File: config.mk
export PLATFORM = sky130hd
export DESIGN_NAME = range_lock_ctrl
export DESIGN_NICKNAME = d
export VERILOG_FILES = /design/src/rtl/range_lock_pkg.sv /design/src/rtl/rl_slot.sv /design/src/rtl/rl_arbiter.sv /design/src/rtl/range_lock_ctrl.sv
export SDC_FILE = /design/constraint.sdc
export NUM_CORES = 1
export LEC_CHECK = 0
export BUFFER_PORTS_ARGS = -buffer_cell sky130_fd_sc_hd__clkbuf_2
export CAP_MARGIN = 10
export CORE_AREA = 8 8 168 170
export CTS_CLUSTER_SIZE = 25
export DETAILED_ROUTE_END_ITERATION = 10
export DIE_AREA = 0 0 176 178
export GPL_ROUTABILITY_DRIVEN = 0
export MAX_ROUTING_LAYER = met4
export PLACE_DENSITY = 0.74
export SLEW_MARGIN = 20
export SYNTH_ARGS = -nofsm -noshare
export SYNTH_HDL_FRONTEND = slang
export SYNTH_HIERARCHICAL = 1
export SYNTH_SLANG_ARGS = --single-unit
File: constraint.sdc
create_clock -name clk -period 7.6 [get_ports clk]
set_input_delay 0.38 -clock clk [delete_from_list [all_inputs] [get_ports clk]]
set_output_delay 0.38 -clock clk [all_outputs]
set_load 0.01 [all_outputs]
File: src/rtl/range_lock_pkg.sv
package range_lock_pkg;

    typedef enum logic [2:0] {
        SL_IDLE     = 3'd0,
        SL_WAIT_RNG = 3'd1,
        SL_HOLD_RNG = 3'd2,
        SL_WAIT_GLB = 3'd3,
        SL_HOLD_GLB = 3'd4
    } slot_state_e;

endpackage

File: src/rtl/rl_slot.sv
module rl_slot
    import range_lock_pkg::*;
#(
    parameter int AW = 16
) (
    input  logic          clk,
    input  logic          rst_n,
    input  logic          lo_wr,
    input  logic          hi_wr,
    input  logic [AW-1:0] bnd_in,
    input  logic          glb_req,
    input  logic          rel,
    input  logic          win,
    output logic [AW-1:0] lo_o,
    output logic [AW-1:0] hi_o,
    output logic          err_o,
    output logic          wait_rng,
    output logic          hold_rng,
    output logic          wait_glb,
    output logic          hold_glb
);

    slot_state_e   state_q, state_d;
    logic [AW-1:0] lo_q, hi_q, lo_nx, hi_nx;
    logic          lo_ok_q, hi_ok_q, lo_ok_nx, hi_ok_nx;
    logic          err_q;
    logic          both_in, inverted, loading;

    // Candidate bound values if this cycle's writes were taken
    always_comb begin
        lo_nx    = lo_wr ? bnd_in : lo_q;
        hi_nx    = hi_wr ? bnd_in : hi_q;
        lo_ok_nx = lo_ok_q | lo_wr;
        hi_ok_nx = hi_ok_q | hi_wr;
        both_in  = lo_ok_nx & hi_ok_nx;
        inverted = lo_nx > hi_nx;
        loading  = (state_q == SL_IDLE) && !glb_req;
    end

    // Next-state logic
    always_comb begin
        state_d = state_q;
        unique case (state_q)
            SL_IDLE: begin
                if (glb_req)
                    state_d = SL_WAIT_GLB;
                else if (both_in && !inverted)
                    state_d = SL_WAIT_RNG;
            end
            SL_WAIT_RNG: begin
                if (rel)
                    state_d = SL_IDLE;
                else if (win)
                    state_d = SL_HOLD_RNG;
            end
            SL_HOLD_RNG: begin
                if (rel)
                    state_d = SL_IDLE;
            end
            SL_WAIT_GLB: begin
                if (rel)
                    state_d = SL_IDLE;
                else if (win)
                    state_d = SL_HOLD_GLB;
            end
            SL_HOLD_GLB: begin
                if (rel)
                    state_d = SL_IDLE;
            end
            default: state_d = SL_IDLE;
        endcase
    end

    // State register
    always_ff @(posedge clk) begin
        if (!rst_n)
            state_q <= SL_IDLE;
        else
            state_q <= state_d;
    end

    // Bound registers, load flags and error flag
    always_ff @(posedge clk) begin
        if (!rst_n) begin
            lo_q    <= '0;
            hi_q    <= '0;
            lo_ok_q <= 1'b0;
            hi_ok_q <= 1'b0;
            err_q   <= 1'b0;
        end else if (loading) begin
            if (lo_wr) lo_q <= bnd_in;
            if (hi_wr) hi_q <= bnd_in;
            if (lo_wr || hi_wr)
                err_q <= both_in && inverted;
            if (both_in) begin
                lo_ok_q <= 1'b0;
                hi_ok_q <= 1'b0;
            end else begin
                lo_ok_q <= lo_ok_nx;
                hi_ok_q <= hi_ok_nx;
            end
        end else if (state_q == SL_IDLE) begin
            // global request taken: drop any partial load
            lo_ok_q <= 1'b0;
            hi_ok_q <= 1'b0;
        end
    end

    // Outputs decoded from state
    always_comb begin
        wait_rng = 1'b0;
        hold_rng = 1'b0;
        wait_glb = 1'b0;
        hold_glb = 1'b0;
        unique case (state_q)
            SL_IDLE:     ;
            SL_WAIT_RNG: wait_rng = 1'b1;
            SL_HOLD_RNG: hold_rng = 1'b1;
            SL_WAIT_GLB: wait_glb = 1'b1;
            SL_HOLD_GLB: hold_glb = 1'b1;
            default:     ;
        endcase
        lo_o  = lo_q;
        hi_o  = hi_q;
        err_o = err_q;
    end

endmodule

File: src/rtl/rl_arbiter.sv
module rl_arbiter #(
    parameter int N  = 4,
    parameter int AW = 16
) (
    input  logic [N-1:0]    wait_r,
    input  logic [N-1:0]    hold_r,
    input  logic [N-1:0]    wait_g,
    input  logic [N-1:0]    hold_g,
    input  logic [N*AW-1:0] lo_flat,
    input  logic [N*AW-1:0] hi_flat,
    output logic [N-1:0]    win
);

    // Pairwise inclusive collision matrix
    logic [N-1:0] clash [N];

    for (genvar i = 0; i < N; i++) begin : g_row
        for (genvar j = 0; j < N; j++) begin : g_col
            if (i == j) begin : g_self
                assign clash[i][j] = 1'b0;
            end else begin : g_pair
                assign clash[i][j] =
                    (lo_flat[i*AW +: AW] <= hi_flat[j*AW +: AW]) &&
                    (lo_flat[j*AW +: AW] <= hi_flat[i*AW +: AW]);
            end
        end
    end

    // Index-ordered sweep: lower cores claim first in the same cycle
    always_comb begin
        logic [N-1:0] taken;
        logic         glb_busy;
        logic         rng_busy;
        taken    = hold_r;
        glb_busy = |hold_g;
        rng_busy = |hold_r;
        win      = '0;
        for (int i = 0; i < N; i++) begin
            if (wait_r[i] && !glb_busy && ((clash[i] & taken) == '0)) begin
                win[i]   = 1'b1;
                taken[i] = 1'b1;
                rng_busy = 1'b1;
            end else if (wait_g[i] && !glb_busy && !rng_busy) begin
                win[i]   = 1'b1;
                glb_busy = 1'b1;
            end
        end
    end

endmodule

File: src/rtl/range_lock_ctrl.sv
module range_lock_ctrl #(
    parameter int NCORE = 4,
    parameter int AW    = 16
) (
    input  logic                clk,
    input  logic                rst_n,
    input  logic [NCORE-1:0]    bnd_lo_wr,
    input  logic [NCORE-1:0]    bnd_hi_wr,
    input  logic [NCORE*AW-1:0] bnd_data,
    input  logic [NCORE-1:0]    glb_req,
    input  logic [NCORE-1:0]    lock_rel,
    input  logic [NCORE-1:0]    acc_req,
    output logic [NCORE-1:0]    acc_gnt,
    output logic [NCORE-1:0]    acc_stall,
    output logic [NCORE-1:0]    rng_held,
    output logic [NCORE-1:0]    glb_held,
    output logic [NCORE-1:0]    bnd_err
);

    localparam int FLATW = NCORE * AW;

    logic [NCORE-1:0] wait_r, hold_r, wait_g, hold_g, win;
    logic [FLATW-1:0] lo_flat, hi_flat;

    for (genvar c = 0; c < NCORE; c++) begin : g_slot
        rl_slot #(.AW(AW)) u_slot (
            .clk      (clk),
            .rst_n    (rst_n),
            .lo_wr    (bnd_lo_wr[c]),
            .hi_wr    (bnd_hi_wr[c]),
            .bnd_in   (bnd_data[c*AW +: AW]),
            .glb_req  (glb_req[c]),
            .rel      (lock_rel[c]),
            .win      (win[c]),
            .lo_o     (lo_flat[c*AW +: AW]),
            .hi_o     (hi_flat[c*AW +: AW]),
            .err_o    (bnd_err[c]),
            .wait_rng (wait_r[c]),
            .hold_rng (hold_r[c]),
            .wait_glb (wait_g[c]),
            .hold_glb (hold_g[c])
        );
    end

    rl_arbiter #(.N(NCORE), .AW(AW)) u_arb (
        .wait_r  (wait_r),
        .hold_r  (hold_r),
        .wait_g  (wait_g),
        .hold_g  (hold_g),
        .lo_flat (lo_flat),
        .hi_flat (hi_flat),
        .win     (win)
    );

    always_comb begin
        rng_held  = hold_r;
        glb_held  = hold_g;
        acc_gnt   = acc_req & (hold_r | hold_g);
        acc_stall = acc_req & ~(hold_r | hold_g);
    end

endmodule

Word-level counts from Yosys, hierarchy flattened --
Cells that the tools add are included.
Word-level totals: word-level logic and storage cells 268, input port bits 86, output and inout port bits 20, register bits after elaboration 152
Operators by class: muxes and demuxes 96, magnitude comparators 16, bitwise gates (word level) 20, eq/ne operators 32, reduce and logical (&&, ||, !) cells 80
Operators with widths (count):
- $le A16 B16 Y1 | 12
- $mux W16 | 8
- $mux W3 | 28
- $gt A16 B16 Y1 | 4
- $mux W1 | 56
- $pmux W3 S4 | 4
- $ne A3 B2 Y1 const B | 12
- $logic_and A1 B1 Y1 | 34
- $eq A3 B2 Y1 const B | 8
- $and A4 B4 Y4 | 5
- $logic_not A1 Y1 | 16
- $logic_not A4 Y1 | 4
- $reduce_and A4 Y1 | 4
- $eq A3 B1 Y1 const B | 4
- $eq A3 B3 Y1 const B | 4
- $logic_not A3 Y1 | 4
- $ne A2 B1 Y1 const B | 4
- $or A1 B1 Y1 | 8
- $reduce_and A2 Y1 | 4
- $reduce_bool A2 Y1 | 4
- $reduce_or A2 Y1 | 4
- $reduce_or A4 Y1 | 2
- $and A1 B1 Y1 | 4
- $and A3 B4 Y4 | 1
- other kinds (3) | 6

Logic depth before layout (Yosys ltp) --
depth after elaboration 26, mapped depth 17, gate-level depth less buffers 16

Hierarchy --
The synthesis kept the hierarchy.
By module, submodules not included:
- rl_slot | instances 4, cells an instance 228, area each 2255.9 µm², seq. area each 760.7 µm²
- rl_arbiter | instances 1, cells an instance 606, area each 4690.7 µm², seq. area each 0.0 µm²
- range_lock_ctrl | instances 1, cells an instance 8, area each 80.1 µm², seq. area each 0.0 µm²

Least setup slack after synthesis --
No wires, ideal clock.
path kind reg-to-reg, from register g_slot[0].u_slot.hi_q[14], to register g_slot[3].u_slot.state_q[1], arrival time 3.136 ns, buffers on the path 0, clock period less this slack 3.252 ns, required time 7.485 ns, cell stages (with the launch flop) 16, library setup time 0.115 ns, slack 4.348 ns, cell sequence dfxtp_1 > inv_1 > ha_1 > nand4_1 > or4_1 > or3_1 > a21oi_2 > o21ai_0 > nor4b_2 > or2_1 > a31o_1 > a32o_1 > nand3_1 > o21ai_0 > a21oi_1 > nor2_1
Between the ends: longest elaborated chain between the ends 23, elaborated cells on any way between the ends 49, classes of those cells order compare (3); eq/ne (2); mux (13); bitwise (4); reduce/logical (27)
RTL lines:
- start, declared | RTL line rl_slot.sv:24 | logic [AW-1:0] lo_q, hi_q, lo_nx, hi_nx;
- start signal, assigned | RTL line rl_slot.sv:92 | if (hi_wr) hi_q <= bnd_in;
- branches (longest 20 deep; another with $le A16 B16 Y1)
- $mux W1 (*) | RTL line rl_arbiter.sv:39 | if (wait_r[i] && !glb_busy && ((clash[i] & taken) == '0)) begin
- via win[3] | RTL line range_lock_ctrl.sv:22 | logic [NCORE-1:0] wait_r, hold_r, wait_g, hold_g, win;
- $ne A3 B2 Y1 (no line)
- $reduce_and A4 Y1 (no line) (*)
- end signal, assigned | RTL line rl_slot.sv:79 | state_q <= state_d;
- end, declared | RTL line rl_slot.sv:23 | slot_state_e state_q, state_d;
Mark *: on every way through the listed nets, which the timed path passes. A chain may end at the register's enable or synchronous reset.

Final worst setup path --
from register g_slot[3].u_slot.hi_q[10], to register g_slot[3].u_slot.state_q[1]
Between the ends: longest elaborated chain between the ends 23, elaborated cells on any way between the ends 54, classes of those cells order compare (4); eq/ne (3); mux (14); bitwise (4); reduce/logical (29)
RTL lines (RTL line):
- start, declared | rl_slot.sv:24
- start signal, assigned | rl_slot.sv:92
- branches (longest 20 deep; another with $le A16 B16 Y1)
- $mux W1 (*) | rl_arbiter.sv:39
- via win[3] | range_lock_ctrl.sv:22
- $ne A3 B2 Y1 (no line)
- $reduce_and A4 Y1 (no line) (*)
Marked as above.

==> reports/summary.txt <==
run status = finished clean
ys async rst share = 0%
minimum clock period = 4.016 ns
Initial Util = 53.85%
Slew headroom = 23.68%
placed cell count = 1899
share of cells above drive strength 1 = 15.23%
WL final = 43.26 mm
CTS Buf Count = 17
post-cts resize count = 0
nets@finish = 1925
Clock Sinks = 152
root buffer cell = clkbuf_16
Seq cells post-synth = 152
Post-Syn Area = 0.01379 mm^2
initial antenna violation count = 0
maximum net fanout on the critical path = 6
DRT antenna net count = 0
Fin. Hold Viols = 0
ANT cells = 0
total power = 4.129 mW
Synthesized Nets = 1868
area share of the largest cell type after synthesis = 23.22%
FP Rows = 59
first-pass GRT wire length = 66.91 mm
fin cells = 1931
commonest non-fill, non-tap cell in the layout = ha_1
synthesized area per cell = 9.040 um^2
Arr. time, crit path = 4.34 ns
period utilization = 52.84%
max_cap viols = 0
cell area power density = 275.7 mW/mm^2
htree depth = 4
hold buffer count at cts = 0
worst slew pin tran = 1.116 ns
die area = 0.03133 mm^2
die height = 178 um
Hold Crit Class = in -> reg
CP Launch Type = register
overflow left after global routing = 0
PortBufs = 105
# setup viols final = 0
initial DRC count = 1216
routed len/inst = 22.40 um
die width = 176 um
DRC violations left = 0
Global Route Usage Sum = 27.89%
static leakage = 7.805 nW
Post-synth EDFFs = 0
vias in the first global route = 12.23k
vias per cell = 6.617
via count = 12.78k
Syn. warnings = 6
clock tree buffer depth = 2
clock-pin slew on the worst setup and hold paths = 0.07 ns
R2R depth = 15
gate count after technology mapping = 1526
worst hold stages = 2
f_max = 0.2490 GHz
Max VDD drop = 0.1402 mV
placeable core area = 0.02562 mm^2
Yosys cell types = 67
r2r setup slk = 3.58 ns
post-CTS setup buffers = 0
dominant cell type by area after synthesis = ha_1
final slew viol count = 0
unrepaired setup endpoints after global routing = no
Primary FF master, synth = dfxtp_1
post-synthesis sequential area ratio = 22.06%
total negative slack = 0 ns
DPL Wire Length = 33.02 mm
endpoint type of the worst setup path = register
most frequent cells in the layout = ha_1, dfxtp_1, o211a_1
IO Count = 106
Worst EP required = 7.92 ns
top cells by area, synth = ha_1, dfxtp_1, o211a_1, mux2_2, mux2i_1
Crit Path Class = reg -> reg
clock skew = 0.01369 ns
worst skew pair latency = 0.44 ns
First-pass DRT Iterations = 5
Area growth syn-to-layout = 8.554%
CTS tree = built
largest net degree at the start of global routing = 79
==> per-stage QoR <==
step	util, %	setup slack, ns	hold slack [ns]	area (um^2)
2_1_floorplan	-	4.348	0.4561	13790
3_3_place_gp	56.29	3.902	0.4773	14420
3_5_place_dp	56.29	3.819	0.4865	14420
4_1_cts	58.46	3.809	0.1277	14970
5_1_grt	58.46	3.476	0.1525	14970
6_report	58.46	3.584	0.1389	14970
==> critical path: stages (launching register included) <==
cell and delay (ns):
dfxtp_1 0.37, inv_1 0.11, ha_1 0.33, nand4_1 0.21, a2111oi_0 0.99, o41ai_1 0.15
o31ai_1 0.21, o311a_2 0.33, nor4b_2 0.07, or2_1 0.22, a31o_1 0.24, a32o_1 0.30
nand3_1 0.09, o21ai_0 0.08, a21oi_1 0.15, nor2_1 0.05
==> power breakdown <==
part	switching, mW	total (mW)	internal (mW)	leakage, nW
logic	1.23	2.10	0.872	6.29
registers	0.249	1.19	0.945	1.25
clock network	0.380	0.834	0.455	0.262
==> layer usage <==
metal | vias up | GRT usage, % | routed length [um]
li1 | 5949 | - | -
met1 | 6099 | 34.44 | 18160
met2 | 598 | 42.20 | 19030
met3 | 132 | 7.113 | 4161
met4 | 0 | 13.07 | 1910
met5 | - | - | 0
==> cells in the mapped netlist, types with 5 or more instances <==
library cell    n
ha_1          256
dfxtp_1       152
o211a_1       129
a21oi_1       104
nand2_1       100
inv_1          81
or3_1          71
mux2i_1        68
mux2_2         64
nor2_1         58
nand4_1        47
o21ai_0        43
nor3_1         34
buf_2          32
clkbuf_1       32
nand3_1        27
nor2b_1        23
a21o_1         16
o211ai_1       15
nor3b_1        13
a211oi_1       12
and4_1         10
nor4_1          8
a21boi_0        7
o21a_1          7
and2_1          6
and3_1          6
a21oi_2         5
a221o_1         5
a32o_1          5
buf_6           5
o31ai_1         5
==> state kept, by name, summed over array words and instances, names as in the netlist <==
signal,cells
g_slot.u_slot/hi_ok_q,4
g_slot.u_slot/state_q,12
g_slot.u_slot/lo_ok_q,4
g_slot.u_slot/err_o,4
g_slot.u_slot/lo_o,64
g_slot.u_slot/hi_o,64
==> cells by family after synthesis <==
family	Yosys count	share of synthesized area, %
AOI/OAI and AO/OA	396	22.00
adders and majority gates	256	23.22
buffers and inverters	154	4.862
DFF	152	22.06
muxes	132	10.16
and+or+nand+nor	436	17.71
==> path summary, 6_finish.rpt <==
path	from	end
setup / recovery	g_slot[3].u_slot/hi_o[10]	g_slot[3].u_slot/state_q[1]
setup reg to reg	g_slot[3].u_slot/hi_o[10]	g_slot[3].u_slot/state_q[1]
hold / removal	lock_rel[0]	g_slot[0].u_slot/state_q[2]
hold reg to reg	g_slot[2].u_slot/err_o	g_slot[2].u_slot/err_o
==> layout make-up <==
cell class | instances | area, um^2
fillers | 2224 | 10640
multi-input cells | 1220 | 10080
flip-flops and latches | 152 | 3043
repair buffers | 111 | 573.1
clock buffers | 19 | 432.9
well taps | 335 | 419.2
inverters | 81 | 304.0
clock inverters | 13 | 121.4
Power figures use the tool's default switching activity.
